## config.mk

```make
export PLATFORM = sky130hd
export DESIGN_NAME = seg_agu
export DESIGN_NICKNAME = d
export VERILOG_FILES = /design/src/rtl/seg_agu_pkg.sv /design/src/rtl/seg_bank.sv /design/src/rtl/seg_ofs_calc.sv /design/src/rtl/seg_phys_add.sv /design/src/rtl/seg_agu.sv
export SDC_FILE = /design/constraint.sdc
export NUM_CORES = 1
export LEC_CHECK = 0
export BUFFER_PORTS_ARGS = -buffer_cell sky130_fd_sc_hd__buf_2
export CORE_ASPECT_RATIO = 0.75
export CORE_MARGIN = 2
export CORE_UTILIZATION = 57
export CTS_CLUSTER_SIZE = 12
export DETAILED_ROUTE_END_ITERATION = 8
export PLACE_DENSITY = 0.82
export SYNTH_ARGS = -nofsm -noshare
export SYNTH_HDL_FRONTEND = slang
export SYNTH_SLANG_ARGS = --single-unit
```

## constraint.sdc

```tcl
create_clock -name clk -period 14 [get_ports clk]
set_input_delay 3.5 -clock clk [delete_from_list [all_inputs] [get_ports clk]]
set_output_delay 3.5 -clock clk [all_outputs]
set_load 0.03 [all_outputs]
```

## src/rtl/seg_agu_pkg.sv

```systemverilog
package seg_agu_pkg;

    localparam int SEG_W     = 16;
    localparam int OFS_W     = 16;
    localparam int SEG_SHIFT = 4;
    localparam int PA_W      = SEG_W + SEG_SHIFT;
    localparam int NSEG      = 4;
    localparam int SSEL_W    = $clog2(NSEG);
    localparam int MODE_W    = 3;
    localparam int SCALE_W   = 2;

    typedef enum logic [MODE_W-1:0] {
        AM_IMM      = 3'd0,
        AM_DIRECT   = 3'd1,
        AM_INDIRECT = 3'd2,
        AM_BASE_DSP = 3'd3,
        AM_SCALED   = 3'd4,
        AM_RSV5     = 3'd5,
        AM_RSV6     = 3'd6,
        AM_RSV7     = 3'd7
    } addr_mode_e;

    typedef enum logic [SSEL_W-1:0] {
        SG_CODE  = 2'd0,
        SG_STACK = 2'd1,
        SG_DATA  = 2'd2,
        SG_EXTRA = 2'd3
    } seg_id_e;

    typedef struct packed {
        addr_mode_e          mode;
        logic [OFS_W-1:0]    base;
        logic [OFS_W-1:0]    index;
        logic [SCALE_W-1:0]  scale;
        logic [OFS_W-1:0]    disp;
    } ofs_req_t;

    typedef struct packed {
        logic [OFS_W-1:0] offset;
        logic             valid;
    } ofs_res_t;

    function automatic logic [OFS_W-1:0] scale_index(
        input logic [OFS_W-1:0]   idx,
        input logic [SCALE_W-1:0] sc
    );
        return idx << sc;
    endfunction

    function automatic logic [PA_W-1:0] seg_base(input logic [SEG_W-1:0] seg);
        return {seg, {SEG_SHIFT{1'b0}}};
    endfunction

endpackage

```

## src/rtl/seg_bank.sv

```systemverilog
module seg_bank
    import seg_agu_pkg::*;
(
    input  logic                         clk,
    input  logic                         rst,
    input  logic                         we,
    input  logic [SSEL_W-1:0]            wsel,
    input  logic [SEG_W-1:0]             wdata,
    input  logic [SSEL_W-1:0]            rsel,
    output logic [SEG_W-1:0]             rdata,
    output logic [NSEG-1:0][SEG_W-1:0]   file_q
);

    for (genvar g = 0; g < NSEG; g++) begin : g_reg
        always_ff @(posedge clk) begin
            if (rst) begin
                file_q[g] <= '0;
            end else if (we && (wsel == SSEL_W'(g))) begin
                file_q[g] <= wdata;
            end
        end
    end

    assign rdata = file_q[rsel];

endmodule

```

## src/rtl/seg_ofs_calc.sv

```systemverilog
module seg_ofs_calc
    import seg_agu_pkg::*;
(
    input  ofs_req_t req,
    output ofs_res_t res
);

    logic [OFS_W-1:0] scaled_idx;

    always_comb begin
        scaled_idx = scale_index(req.index, req.scale);
        res        = '0;
        unique case (req.mode)
            AM_DIRECT: begin
                res.offset = req.disp;
                res.valid  = 1'b1;
            end
            AM_INDIRECT: begin
                res.offset = req.base;
                res.valid  = 1'b1;
            end
            AM_BASE_DSP: begin
                res.offset = req.base + req.disp;
                res.valid  = 1'b1;
            end
            AM_SCALED: begin
                res.offset = req.base + scaled_idx + req.disp;
                res.valid  = 1'b1;
            end
            default: begin
                res.offset = '0;
                res.valid  = 1'b0;
            end
        endcase
    end

endmodule

```

## src/rtl/seg_phys_add.sv

```systemverilog
module seg_phys_add
    import seg_agu_pkg::*;
(
    input  logic [SEG_W-1:0] seg,
    input  ofs_res_t         ofs,
    output logic [PA_W-1:0]  phys
);

    always_comb begin
        if (ofs.valid) begin
            phys = seg_base(seg) + PA_W'(ofs.offset);
        end else begin
            phys = '0;
        end
    end

endmodule

```

## src/rtl/seg_agu.sv

```systemverilog
module seg_agu
    import seg_agu_pkg::*;
(
    input  logic        clk,
    input  logic        rst,
    input  logic        seg_we,
    input  logic [1:0]  seg_wsel,
    input  logic [15:0] seg_wdata,
    input  logic [2:0]  mode,
    input  logic [1:0]  seg_sel,
    input  logic [15:0] base_val,
    input  logic [15:0] index_val,
    input  logic [1:0]  scale,
    input  logic [15:0] disp_a,
    input  logic [15:0] disp_b,
    output logic [19:0] phys_addr,
    output logic [15:0] eff_offset,
    output logic        addr_valid
);

    logic [NSEG-1:0][SEG_W-1:0] seg_file;
    logic [SEG_W-1:0]           seg_cur;
    ofs_req_t                   req;
    ofs_res_t                   res;

    always_comb begin
        req.mode  = addr_mode_e'(mode);
        req.base  = base_val;
        req.index = index_val;
        req.scale = scale;
        req.disp  = disp_a + disp_b;
    end

    seg_bank u_bank (
        .clk    (clk),
        .rst    (rst),
        .we     (seg_we),
        .wsel   (seg_wsel),
        .wdata  (seg_wdata),
        .rsel   (seg_sel),
        .rdata  (seg_cur),
        .file_q (seg_file)
    );

    seg_ofs_calc u_ofs (
        .req (req),
        .res (res)
    );

    seg_phys_add u_phys (
        .seg  (seg_cur),
        .ofs  (res),
        .phys (phys_addr)
    );

    assign eff_offset = res.offset;
    assign addr_valid = res.valid;

endmodule

```

Word level (Yosys, flattened, before mapping)
Cells that the tools add are included.
{"block": "word_totals", "reg_bits": 64, "output_inout_bits": 37, "wordCells": 27, "in_bits": 92}
{"block": "op_classes", "n_addsub": 5, "n_eq_ne": 7, "order_cmp": 1, "n_reduce_logical": 5, "muxes": 4, "n_shift": 1}
{"cell": "17-bit case mux with 4 select lines", "n": 1}
{"cell": "16-bit adder", "n": 4}
{"cell": "16-bit binary-select mux with 2-bit select", "n": 1}
{"cell": "20-bit by 16-bit adder with 20-bit output", "n": 1}
{"cell": "20-bit 2-to-1 mux", "n": 1}
{"cell": "16-bit 2-to-1 mux", "n": 1}
{"cell": "16-bit by 2-bit << shifter with 16-bit output", "n": 1}
{"cell": "3-bit by 2-bit == test with 1-bit output, second input constant", "n": 2}
{"cell": "2-bit == test, second input constant", "n": 2}
{"cell": "1-bit logical AND", "n": 4}
{"cell": "3-bit by 1-bit == test with 1-bit output, second input constant", "n": 1}
{"cell": "3-bit == test, second input constant", "n": 1}
{"cell": "2-bit by 3-bit < comparator with 1-bit output, second input constant", "n": 1}
{"cell": "2-bit by 1-bit == test with 1-bit output, second input constant", "n": 1}
{"cell": "2-bit zero test", "n": 1}

Longest topological paths before layout
{"block": "logic_depth", "ltp_word": 6, "ltp_mapped": 27, "ltp_nobuf": 27}

By module
Synthesis repeated with hierarchy kept, for this count alone.
{"block": "hier_totals", "hier_cells": 752, "hier_area_um2": 6980.4}
{"mod": "seg_bank", "area_per_inst_um2": 2947.8, "seq_area_each_um2": 1281.2, "cells_each": 249, "instances": 1}
{"mod": "seg_ofs_calc", "area_per_inst_um2": 2414.8, "seq_area_each_um2": 0.0, "cells_each": 292, "instances": 1}
{"mod": "seg_agu", "area_per_inst_um2": 853.3, "seq_area_each_um2": 0.0, "cells_each": 107, "instances": 1}
{"mod": "seg_phys_add", "area_per_inst_um2": 764.5, "seq_area_each_um2": 0.0, "cells_each": 104, "instances": 1}

Least setup slack after synthesis
OpenSTA, ideal clock, no wires.
{"block": "synth_path", "kind": "input -> output", "startpoint": "input scale[0]", "endpoint": "output phys_addr[16]", "setup_slack_ns": 0.882, "arrival_time_ns": 9.618, "path_stages": 23, "path_buffers": 2, "required_time_ns": 10.500, "path_cell_list": "clkbuf_1 > clkbuf_1 > mux2i_1 > or2_2 > fa_1 > inv_1 > ha_1 > fa_1 > a21o_1 > a221o_2 > xor2_1 > a222oi_1 > o21ai_0 > ha_1 > o21ai_0 > nand2b_1 > a211oi_1 > o21bai_1 > a211oi_1 > nor3b_1 > a311oi_1 > xor2_1 > nor2_1"}
{"block": "synth_via", "elab_chain_len": 6}
{"item": "start: declaration", "line_no": "seg_agu.sv:13", "text": "input logic [1:0] scale,"}
{"item": "16-bit by 2-bit << shifter with 16-bit output", "line_no": "seg_agu_pkg.sv:47", "text": "return idx << sc;"}
{"item": "16-bit adder (2 in series)", "line_no": "seg_ofs_calc.sv:27", "text": "res.offset = req.base + scaled_idx + req.disp;"}
{"item": "17-bit case mux with 4 select lines", "line_no": "seg_ofs_calc.sv:13", "text": "unique case (req.mode)"}
{"item": "via eff_offset[7]", "line_no": "seg_agu.sv:17", "text": "output logic [15:0] eff_offset,"}
{"item": "20-bit by 16-bit adder with 20-bit output", "line_no": "seg_phys_add.sv:11", "text": "phys = seg_base(seg) + PA_W'(ofs.offset);"}
{"item": "20-bit 2-to-1 mux", "line_no": "seg_phys_add.sv:10", "text": "if (ofs.valid) begin"}
{"item": "end: declaration", "line_no": "seg_agu.sv:16", "text": "output logic [19:0] phys_addr,"}
The timed path passes the listed nets, and every way through them passes these cells.

Final worst setup path
{"block": "layout_path", "startpoint": "input disp_a[0]", "endpoint": "output phys_addr[18]"}
{"block": "layout_via", "elab_chain_len": 5, "elab_cells_between_ends": 6, "cone_classes": "4 x add/sub; 2 x mux"}
{"item": "start: declaration", "line_no": "seg_agu.sv:14", "text": "input logic [15:0] disp_a,"}
{"item": "16-bit adder *", "line_no": "seg_agu.sv:31", "text": "req.disp = disp_a + disp_b;"}
{"item": "16-bit adder, on equally long branches", "line_no": "seg_ofs_calc.sv:27, seg_ofs_calc.sv:23"}
{"item": "17-bit case mux with 4 select lines *", "line_no": "seg_ofs_calc.sv:13"}
{"item": "20-bit by 16-bit adder with 20-bit output *", "line_no": "seg_phys_add.sv:11"}
{"item": "20-bit 2-to-1 mux *", "line_no": "seg_phys_add.sv:10"}
Mark *: on every way between the ends. The rest lies on a longest branch, timed or not.

==> out/qor.csv <==
metric,value,unit
status,"complete, no violations",
totalWireLength,19.1,mm
ys_types,71,
first_global_vias,6038,
portBuffers,128,
critPathKind,in -> out,
layout-drive-gt1-share,0.213,
dieArea,0.0126,sq mm
cp-end-kind,output pin,
rsz0062_at_grt,false,
grt.overflow.total,0,
ys_seq_elements,64,
power_density,120,mW/mm^2
synth_edf_count,0,
ir_drop,0.0000864,V
layout_common_cells,"nand2_1 (165), buf_2 (128), a21oi_1 (108)",
dpl.hpwl,14.6,mm
syn_area_per_cell,8.11,sq um
cp.required,10.50,ns
syn_to_final_growth,15.3,%
cts_sinks,64,
regMostFlops,u_bank.file_q,
drt-wirelength-per-cell,17.5,microns
multi_input_area,0.00515,sq mm
largest_register_ffs,64,
holdWs,0.451,ns
dr.first_iter.drc_count,532,
antenna_cells,0,
startpoint_type,input pin,
layout_min_cycle_time,13.53,ns
cts_root_buffer,clkbuf_16,
cap_violations,0,
insertion_delay,0.33,ns
synth.cell_area,0.00669,sq mm
fmax,0.0739,GHz
detail-route-antenna-nets,0,
dr_total_vias,6763,
hold_class,reg -> reg,
seq_area_frac_synth,0.191,
grt_max_degree,65,
rows,34,
chipHeight,97.8,microns
holdBufCountCts,0,
num-fill-cells,1012,
yosys_warnings,0,
cts-buffers-inserted,9,
drc_errors,0,
start_util,0.580,
postSynthCellCount,825,
gp_congestion,0.955,
cp_max_fo,6,
cts_resized,0,
post-cts-setup-buffers,0,
design_area,0.00771,sq mm
setup_viol,0,
syn_nets,991,
cts_max_level,3,
grtUsageTotal,0.306,
cts_tree,done,
relSlewSlack,0.239,
skew,0,ns
grt_pass1_wl,30.8,mm
p_leak,3.28,nW
boundaryPins,129,
antenna_found_initial,0,
power,924,uW
dr.pass1.iters,6,
fin_util,0.669,
vias_per_cell,6.18,
layout.nets,1094,
arrival,10.03,ns
seq_area,0.00128,sq mm
placed_area,0.00741,sq mm
post-route-period-util,0.967,
core_area,0.0115,sq mm
setup_tns,0,ns
clk_pin_slew,0.05,ns
final_common_cell,nand2_1,
hold_violations,0,
clockBufferDepth,2,
worst_pin_slew,1.14,ns
top_regs,u_bank.file_q: 64 flops,
slew_viol_final,0,
synth_flop_cell,dfxtp_1,
die_w,129,microns
synthArstFlopShare,0,
per-layer routing:
layer	up-vias	GRT usage	wire length [microns]
li1	3213	-	-
met1	3129	0.473	8750
met2	393	0.427	7660
met3	28	0.0932	2520
met4	0	0.0460	216
met5	-	0	0
cell usage after synthesis (6+ instances only):
master    number  area [sq um]
fa_1          19           380
nor3b_1        6          45.0
nor2_1        36           135
a221o_1        6          60.1
nor2b_1        9          56.3
a21oi_1      108           541
a21o_1        18           135
mux4_2        28           631
nand4_1        6          37.5
dfxtp_1       64          1280
o21a_1        12          90.1
o21bai_1       8          60.1
inv_1         21          78.8
clkbuf_1      36           135
xor2_1        16           140
nor3_1        16          80.1
and3_1         8          50.1
mux2i_1        7          70.1
nand2_1      165           619
a211oi_1       9          67.6
ha_1          55           688
and2_1         6          37.5
o21ai_0       25           125
xnor2_1       26           228
nand2b_1      12          75.1
nand3_1       10          50.1
stage by stage:
step	std cells	setup slack, ns
floorplan	825	0.882
finish	1095	0.467
global route	1095	0.0167
global placement	1079	0.636
CTS	1095	0.496
detailed placement	1079	0.556
path summary, 6_finish.rpt:
kind / from / to / slack (ns) / cells after the start
setup / recovery: disp_a[0] / phys_addr[18] / 0.47 / 27
hold reg to reg: u_bank.file_q[8] / u_bank.file_q[8] / 0.45 / 2
hold / removal: u_bank.file_q[8] / u_bank.file_q[8] / 0.45 / 2
setup reg to reg: u_bank.file_q[22] / u_bank.file_q[22] / 13.27 / 2
critical path: stages:
cell and delay [ns]:
buf_2 0.10, ha_1 0.21, fa_1 0.42, a211o_1 0.32
a2111oi_0 0.39, nor3_1 0.20, a21oi_1 0.18, o21bai_1 0.09
xnor2_1 0.33, fa_1 0.49, ha_1 0.36, a21o_1 0.24
a221o_1 0.36, a311oi_1 0.32, o21bai_1 0.12, a21oi_1 0.19
xnor2_1 0.17, xnor2_1 0.09, a211o_1 0.33, ha_1 0.37
nand2_1 0.09, inv_1 0.05, a22o_1 0.19, a311oi_1 0.45
o21a_1 0.17, o21a_1 0.12, buf_2 0.18
where the power goes:
| group | switching [mW] | total [mW] | leakage, nW | internal, mW |
|---|---|---|---|---|
| combinational | 0.310 | 0.511 | 2.61 | 0.202 |
| clock | 0.0795 | 0.222 | 0.145 | 0.142 |
| sequential | 0.00289 | 0.191 | 0.520 | 0.188 |
| total | 0.392 | 0.924 | 3.28 | 0.532 |
cells by family after synthesis:
logic type,Yosys count,share of synthesized area
xor+xnor,43,0.0574
simple gates,301,0.208
fa+ha+maj,74,0.160
flops,64,0.191
mux,35,0.105
buf+inv,66,0.0395
compound gates,242,0.239
final cells by class:
type / instances / area share
inverter: 22 / 0.0107
clock inverter: 5 / 0.00730
multi-input combinational: 695 / 0.667
timing repair buffer: 136 / 0.0909
clock buffer: 11 / 0.0315
sequential: 64 / 0.166
tap: 162 / 0.0263
(Power assumes the default switching activity.)
